`src/rtl/stbw_pkg.sv`:
```
package stbw_pkg;

    localparam int CNT_W = 19;

    typedef enum logic [2:0] {
        ST_ACTIVE = 3'd0,
        ST_SLEEP  = 3'd1,
        ST_SWSTBY = 3'd2,
        ST_STAB   = 3'd3,
        ST_RESET  = 3'd4,
        ST_HWSTBY = 3'd5
    } stbw_state_e;

    // Stabilization length in clock states for a wait code.
    function automatic logic [CNT_W-1:0] wait_states(input logic [2:0] code);
        logic [CNT_W-1:0] n;
        case (code)
            3'b110:  n = CNT_W'(262144);
            3'b111:  n = CNT_W'(16);
            default: n = CNT_W'(8192) << code;
        endcase
        return n;
    endfunction

    function automatic logic code_illegal(input logic [2:0] code, input logic flash);
        return (code == 3'b110) || (flash && (code == 3'b111));
    endfunction

endpackage

```
`src/rtl/stbw_sync.sv`:
```
module stbw_sync #(
    parameter int   STAGES  = 2,
    parameter logic RST_VAL = 1'b0
) (
    input  logic clk,
    input  logic rst,
    input  logic d,
    output logic q
);
    logic [STAGES-1:0] chain;

    generate
        for (genvar i = 0; i < STAGES; i++) begin : g_stage
            always_ff @(posedge clk) begin
                if (rst)
                    chain[i] <= RST_VAL;
                else if (i == 0)
                    chain[i] <= d;
                else
                    chain[i] <= chain[(i > 0) ? i-1 : 0];
            end
        end
    endgenerate

    assign q = chain[STAGES-1];
endmodule

```
`src/rtl/stbw_edge.sv`:
```
module stbw_edge (
    input  logic clk,
    input  logic rst,
    input  logic sig,
    input  logic rise_sel,
    output logic hit
);
    logic prev;

    always_ff @(posedge clk) begin
        if (rst) prev <= 1'b0;
        else     prev <= sig;
    end

    assign hit = rise_sel ? (sig & ~prev) : (~sig & prev);

    // a detected edge always matches the selected polarity
    a_r4_polarity: assert property (@(posedge clk) disable iff (rst)
        hit |-> (sig == rise_sel));
endmodule

```
`src/rtl/stbw_timer.sv`:
```
module stbw_timer #(
    parameter int W = stbw_pkg::CNT_W
) (
    input  logic         clk,
    input  logic         rst,
    input  logic         load,
    input  logic [W-1:0] load_val,
    input  logic         run,
    output logic         zero
);
    logic [W-1:0] cnt;

    always_ff @(posedge clk) begin
        if (rst)
            cnt <= '0;
        else if (load)
            cnt <= load_val;
        else if (run && (cnt != '0))
            cnt <= cnt - 1'b1;
    end

    assign zero = (cnt == '0);

    // without a load the count never climbs back up
    a_r6_no_restart: assert property (@(posedge clk) disable iff (rst)
        !load |=> (cnt <= $past(cnt)));
endmodule

```
`src/rtl/stby_wake_seq.sv`:
```
module stby_wake_seq #(
    parameter bit FLASH_VARIANT = 1'b0,
    parameter int SYNC_STAGES   = 2
) (
    input  logic                       clk,
    input  logic                       rst,
    input  logic                       rst_pin_n,
    input  logic                       hwstby_pin_n,
    input  logic                       irq_pin,
    input  logic                       sleep_req,
    input  logic                       stby_en,
    input  logic                       edge_rise,
    input  logic [2:0]                 wait_sel,
    output logic                       clk_en,
    output logic                       in_sleep,
    output logic                       in_swstby,
    output logic                       in_hwstby,
    output logic                       wake_pulse,
    output logic                       rst_exc,
    output logic                       cfg_err,
    output logic [stbw_pkg::CNT_W-1:0] wait_count
);
    import stbw_pkg::*;

    logic rst_s, hw_s, irq_s, irq_hit, t_zero, t_load;
    stbw_state_e state, nxt;

    stbw_sync #(.STAGES(SYNC_STAGES), .RST_VAL(1'b1)) u_sync_rst (
        .clk(clk), .rst(rst), .d(rst_pin_n), .q(rst_s));
    stbw_sync #(.STAGES(SYNC_STAGES), .RST_VAL(1'b1)) u_sync_hw (
        .clk(clk), .rst(rst), .d(hwstby_pin_n), .q(hw_s));
    stbw_sync #(.STAGES(SYNC_STAGES), .RST_VAL(1'b0)) u_sync_irq (
        .clk(clk), .rst(rst), .d(irq_pin), .q(irq_s));

    stbw_edge u_edge (
        .clk(clk), .rst(rst), .sig(irq_s), .rise_sel(edge_rise), .hit(irq_hit));

    assign wait_count = wait_states(wait_sel);
    assign cfg_err    = code_illegal(wait_sel, FLASH_VARIANT);

    always_comb begin
        nxt = state;
        if (!hw_s)
            nxt = ST_HWSTBY;
        else if (state == ST_HWSTBY)
            nxt = ST_RESET;
        else if (!rst_s)
            nxt = ST_RESET;
        else begin
            case (state)
                ST_RESET:  nxt = ST_ACTIVE;
                ST_ACTIVE: if (sleep_req) nxt = stby_en ? ST_SWSTBY : ST_SLEEP;
                ST_SLEEP:  if (irq_hit) nxt = ST_ACTIVE;
                ST_SWSTBY: if (irq_hit) nxt = ST_STAB;
                ST_STAB:   if (t_zero) nxt = ST_ACTIVE;
                default:   nxt = ST_RESET;
            endcase
        end
    end

    assign t_load = (state == ST_SWSTBY) && (nxt == ST_STAB);

    stbw_timer #(.W(CNT_W)) u_timer (
        .clk(clk), .rst(rst), .load(t_load), .load_val(wait_count),
        .run(state == ST_STAB), .zero(t_zero));

    always_ff @(posedge clk) begin
        if (rst) begin
            state      <= ST_ACTIVE;
            wake_pulse <= 1'b0;
            rst_exc    <= 1'b0;
        end else begin
            state      <= nxt;
            wake_pulse <= ((state == ST_STAB) || (state == ST_SLEEP)) && (nxt == ST_ACTIVE);
            rst_exc    <= (state == ST_RESET) && (nxt == ST_ACTIVE);
        end
    end

    assign clk_en    = (state == ST_ACTIVE) || (state == ST_RESET);
    assign in_sleep  = (state == ST_SLEEP);
    assign in_swstby = (state == ST_SWSTBY);
    assign in_hwstby = (state == ST_HWSTBY);

    // a qualified request while running lands in software standby
    a_r1_enter_swstby: assert property (@(posedge clk) disable iff (rst)
        (clk_en && !rst_exc && state == ST_ACTIVE && sleep_req && stby_en && hw_s && rst_s)
        |=> (in_swstby && !clk_en));
    // the wake pulse lasts one cycle and marks the clock returning
    a_r5_wake_single: assert property (@(posedge clk) disable iff (rst)
        wake_pulse |=> !wake_pulse);
    a_r5_wake_clk: assert property (@(posedge clk) disable iff (rst)
        wake_pulse |-> (clk_en && !$past(clk_en)));
    // the synchronized standby pin always forces hardware standby
    a_r9_hw_forced: assert property (@(posedge clk) disable iff (rst)
        !hw_s |=> (in_hwstby && !clk_en));
    // a low reset pin keeps the clocks on
    a_r8_rst_clocks: assert property (@(posedge clk) disable iff (rst)
        (hw_s && !rst_s && !in_hwstby) |=> (clk_en && !in_sleep && !in_swstby));
endmodule

```
`config.mk`:
```
export PLATFORM = sky130hd
export DESIGN_NAME = stby_wake_seq
export DESIGN_NICKNAME = d
export VERILOG_FILES = /design/src/rtl/stbw_pkg.sv /design/src/rtl/stbw_sync.sv /design/src/rtl/stbw_edge.sv /design/src/rtl/stbw_timer.sv /design/src/rtl/stby_wake_seq.sv
export SDC_FILE = /design/constraint.sdc
export NUM_CORES = 1
export LEC_CHECK = 0
export ABC_AREA = 1
export BUFFER_PORTS_ARGS = -buffer_cell sky130_fd_sc_hd__buf_4
export CAP_MARGIN = 20
export CORE_AREA = 2 2 86 47
export CTS_CLUSTER_SIZE = 14
export DETAILED_ROUTE_END_ITERATION = 6
export DIE_AREA = 0 0 88 49
export PLACE_DENSITY = 0.77
export SLEW_MARGIN = 25
export SYNTH_ARGS = -nofsm -noshare
export SYNTH_HDL_FRONTEND = slang
export SYNTH_SLANG_ARGS = --single-unit
export TNS_END_PERCENT = 30
```
`constraint.sdc`:
```
create_clock -name clk -period 2.3 [get_ports clk]
set_clock_uncertainty 0.15 [all_clocks]
set_input_delay 0.345 -clock clk [delete_from_list [all_inputs] [get_ports clk]]
set_output_delay 0.345 -clock clk [all_outputs]
set_load 0.02 [all_outputs]
```
==> impl_metrics.json <==
{
  "internal_power_uw": 942,
  "power_frac_seq_pct": 41.7,
  "power_density_nw_per_um2": 644,
  "start_kind": "flop",
  "clockBufferDepth": 2,
  "layout-drive-gt1-share_pct": 23.2,
  "antenna_found_initial": 0,
  "core-area_um2": 3620,
  "crit_top_cell": "nand2_2",
  "dp_hpwl_um": 3250,
  "cts_tree": "built",
  "synthAdderAreaFrac_pct": 0.671,
  "yosys.area_share.simple_pct": 40.5,
  "crit_type": "flop to flop",
  "synth-seq-cells": 31,
  "min_period_ps": 2120,
  "netlist_area_um2": 1870,
  "fin_nets": 309,
  "htreeDepth": 2,
  "leakage_nw": 1.07,
  "overflow": 0,
  "rsz0062_at_grt": "no",
  "die_h_um": 49,
  "crit_arrival_ps": 2180,
  "clkPwrFrac_pct": 35.2,
  "post_drt_wl_per_cell_um": 11.7,
  "syn_area_per_cell_um2": 6.94,
  "yosysUniqueCellTypes": 36,
  "initial_core_util_pct": 51.5,
  "cts_hold_buf": 0,
  "r2r-end": "u_timer.cnt[6]",
  "via_count": 1629,
  "nFillCells": 350,
  "first_global_vias": 1471,
  "routabilityCongestion": 0.882,
  "cts_buffers": 5,
  "clkSlewWorstSetupHoldPaths_ps": 70,
  "clock_latency_ps": 290,
  "min_to": "u_sync_rst.chain[0]",
  "end_kind": "flop",
  "setup_violations": 0,
  "fmax_mhz": 472,
  "root_buffer": "clkbuf_8",
  "async_flop_share_pct": 0,
  "viasPerCell": 4.63,
  "grt_pass1_wl_um": 6930,
  "min_period_over_period_pct": 92.2,
  "reg2reg_slack_ps": 180,
  "synthTopCellsByArea": "dfxtp_1 33%, nand2_1 10%, nor2_1 8.7%",
  "min_from": "rst_pin_n",
  "synth_flop_cell": "dfxtp_1",
  "synth-xor-area-share_pct": 4.69,
  "final_util_pct": 59.0,
  "synth_compound_area_share_pct": 6.64,
  "drcViolationCount": 0,
  "status": "completed",
  "cts.repair.resized": 0,
  "maxSlewViolCount": 0,
  "ant_nets": 0,
  "area_delta_synth_final_pct": 14.6,
  "yosysSeqAreaShare_pct": 33.3,
  "cp_slowest_cell": "dfxtp_1",
  "peakVddDrop_mv": 0.343,
  "r2r-start": "u_timer.cnt[0]",
  "synth.most_common_cell": "nand2_1",
  "drtIter0Drc": 97,
  "whs_ps": 87.3,
  "switching_share_pct": 31.6,
  "cp_slowest_stage_delay_ps": 330,
  "combPwrFrac_pct": 23.2,
  "crit_chain": "inv_1 > ha_1 > nand2_2 > nor2_4 > nand3_2 > nand2_2 > nand2_4 > nand2_4 > nand2_2 > a21oi_1",
  "cts.sinks": 31,
  "final.setup.tns_ps": 0,
  "critPathMaxFanout": 11,
  "io_buffers": 24,
  "switching_power_uw": 435,
  "yosys-top-cells-count": "52 x nand2_1, 43 x nor2_1, 31 x dfxtp_1, 31 x inv_1, 19 x nand3_1",
  "final-seq-area_um2": 621,
  "cap_violations": 0,
  "synth-edff-count": 0,
  "io_pins": 37,
  "multi_input_area_um2": 1020,
  "antenna_cells": 0,
  "yosys-mux-area-fraction_pct": 0,
  "hp-class": "input port to flop",
  "grt_start_max_net_pins": 18,
  "grt.total_usage_pct": 21.2,
  "die_area_um2": 4310,
  "firstDrtPassIters": 4,
  "yosysTopAreaCellShare_pct": 33.3,
  "min_path_cells": 2,
  "netlist_instances": 269,
  "synth_warnings": 0,
  "rr_worst_depth": 10,
  "hold_viol": 0,
  "num_rows": 16,
  "yosys.area.top_type": "dfxtp_1",
  "wl_um": 4120,
  "post-cts-setup-buffers": 0,
  "required_ps": 2360,
  "die_w_um": 88,
  "synth_top_family_by_area": "simple AND/OR/NAND/NOR gates"
}
[kinds of logic (layout without fill, tap and decap cells)]
| group | count (synthesis) | in the layout |
|---|---|---|
| DFF | 31 | 31 |
| xor gates and xnor gates | 10 | 10 |
| and+or+nand+nor | 156 | 156 |
| AOI/OAI and AO/OA | 20 | 20 |
| buffers and inverters | 50 | 68 |
| other | 1 | 12 |
| adders and majority gates | 1 | 1 |
[cell usage in the layout (no fill, tap or decap), types with 6 or more instances in the layout]
cell type / instances
conb_1: 12
nand3_1: 19
xor2_1: 9
nor3_1: 7
nor2_2: 11
nor2_1: 43
clkbuf_8: 7
a21oi_1: 9
nand2_2: 6
buf_4: 25
nand2_1: 52
dfxtp_1: 31
inv_1: 31
[registers in the layout, indices dropped and copies added, names as in the netlist]
signal / cells
u_sync_irq.q: 1
u_sync_rst.q: 1
u_edge.prev: 1
u_sync_hw.q: 1
u_timer.cnt: 19
u_sync_hw.chain: 1
state: 3
rst_exc: 1
u_sync_irq.chain: 1
u_sync_rst.chain: 1
wake_pulse: 1
[worst max-delay path by stage]
| stage | startpoint | endpoint | cells past startpoint |
|---|---|---|---|
| floorplan | state[2] | u_timer.cnt[1] | 10 |
| global placement | u_timer.cnt[0] | u_timer.cnt[12] | 10 |
| detailed placement | u_timer.cnt[0] | u_timer.cnt[6] | 10 |
| CTS | u_timer.cnt[0] | u_timer.cnt[6] | 10 |
| global route | u_timer.cnt[0] | u_timer.cnt[6] | 10 |
| finish | u_timer.cnt[0] | u_timer.cnt[6] | 10 |
[layer usage]
metal  global-route usage, %  up-vias  share of wire (%)
met5                       0        -                  0
met4                    6.15        0               0.92
met3                    6.77        4                7.0
met2                    25.8       40                 37
met1                    34.1      715                 55
li1                        -      870                  -
[cell type report]
type / count / area share, %
sequential: 31 / 29.0
inverter: 35 / 6.38
multi-input combinational: 199 / 48.0
timing repair buffer: 25 / 8.78
tap: 54 / 3.16
clock buffer: 8 / 4.68
[power groups by stage]
stage | Combinational [mW] | Sequential, mW | Clock [mW]
final | 0.319 | 0.574 | 0.484
after global routing | 0.355 | 0.576 | 0.513
after CTS | 0.317 | 0.573 | 0.488
after detailed placement | 0.314 | 0.585 | 0
after global placement | 0.311 | 0.585 | 0
after floorplan | 0.255 | 0.582 | 0
[per-stage QoR]
stage | power (mW) | cells | setup WS (ps) | area, um2
after global routing | 1.44 | 352 | 62.7 | 2140
after detailed placement | 0.900 | 344 | 235 | 2040
after floorplan | 0.837 | 280 | 530 | 1910
final | 1.38 | 352 | 180 | 2140
after global placement | 0.896 | 344 | 332 | 2040
after CTS | 1.38 | 352 | 208 | 2140
[critical path, delay by kind of cell (launching register included)]
kind	cells	cell delay, ps
adder cells (fa/ha/maj)	1	230
AO/OA/AOI/OAI	1	200
flip-flops	1	330
buffers and inverters	1	140
AND/OR/NAND/NOR	7	1020
(Power assumes the default switching activity.)
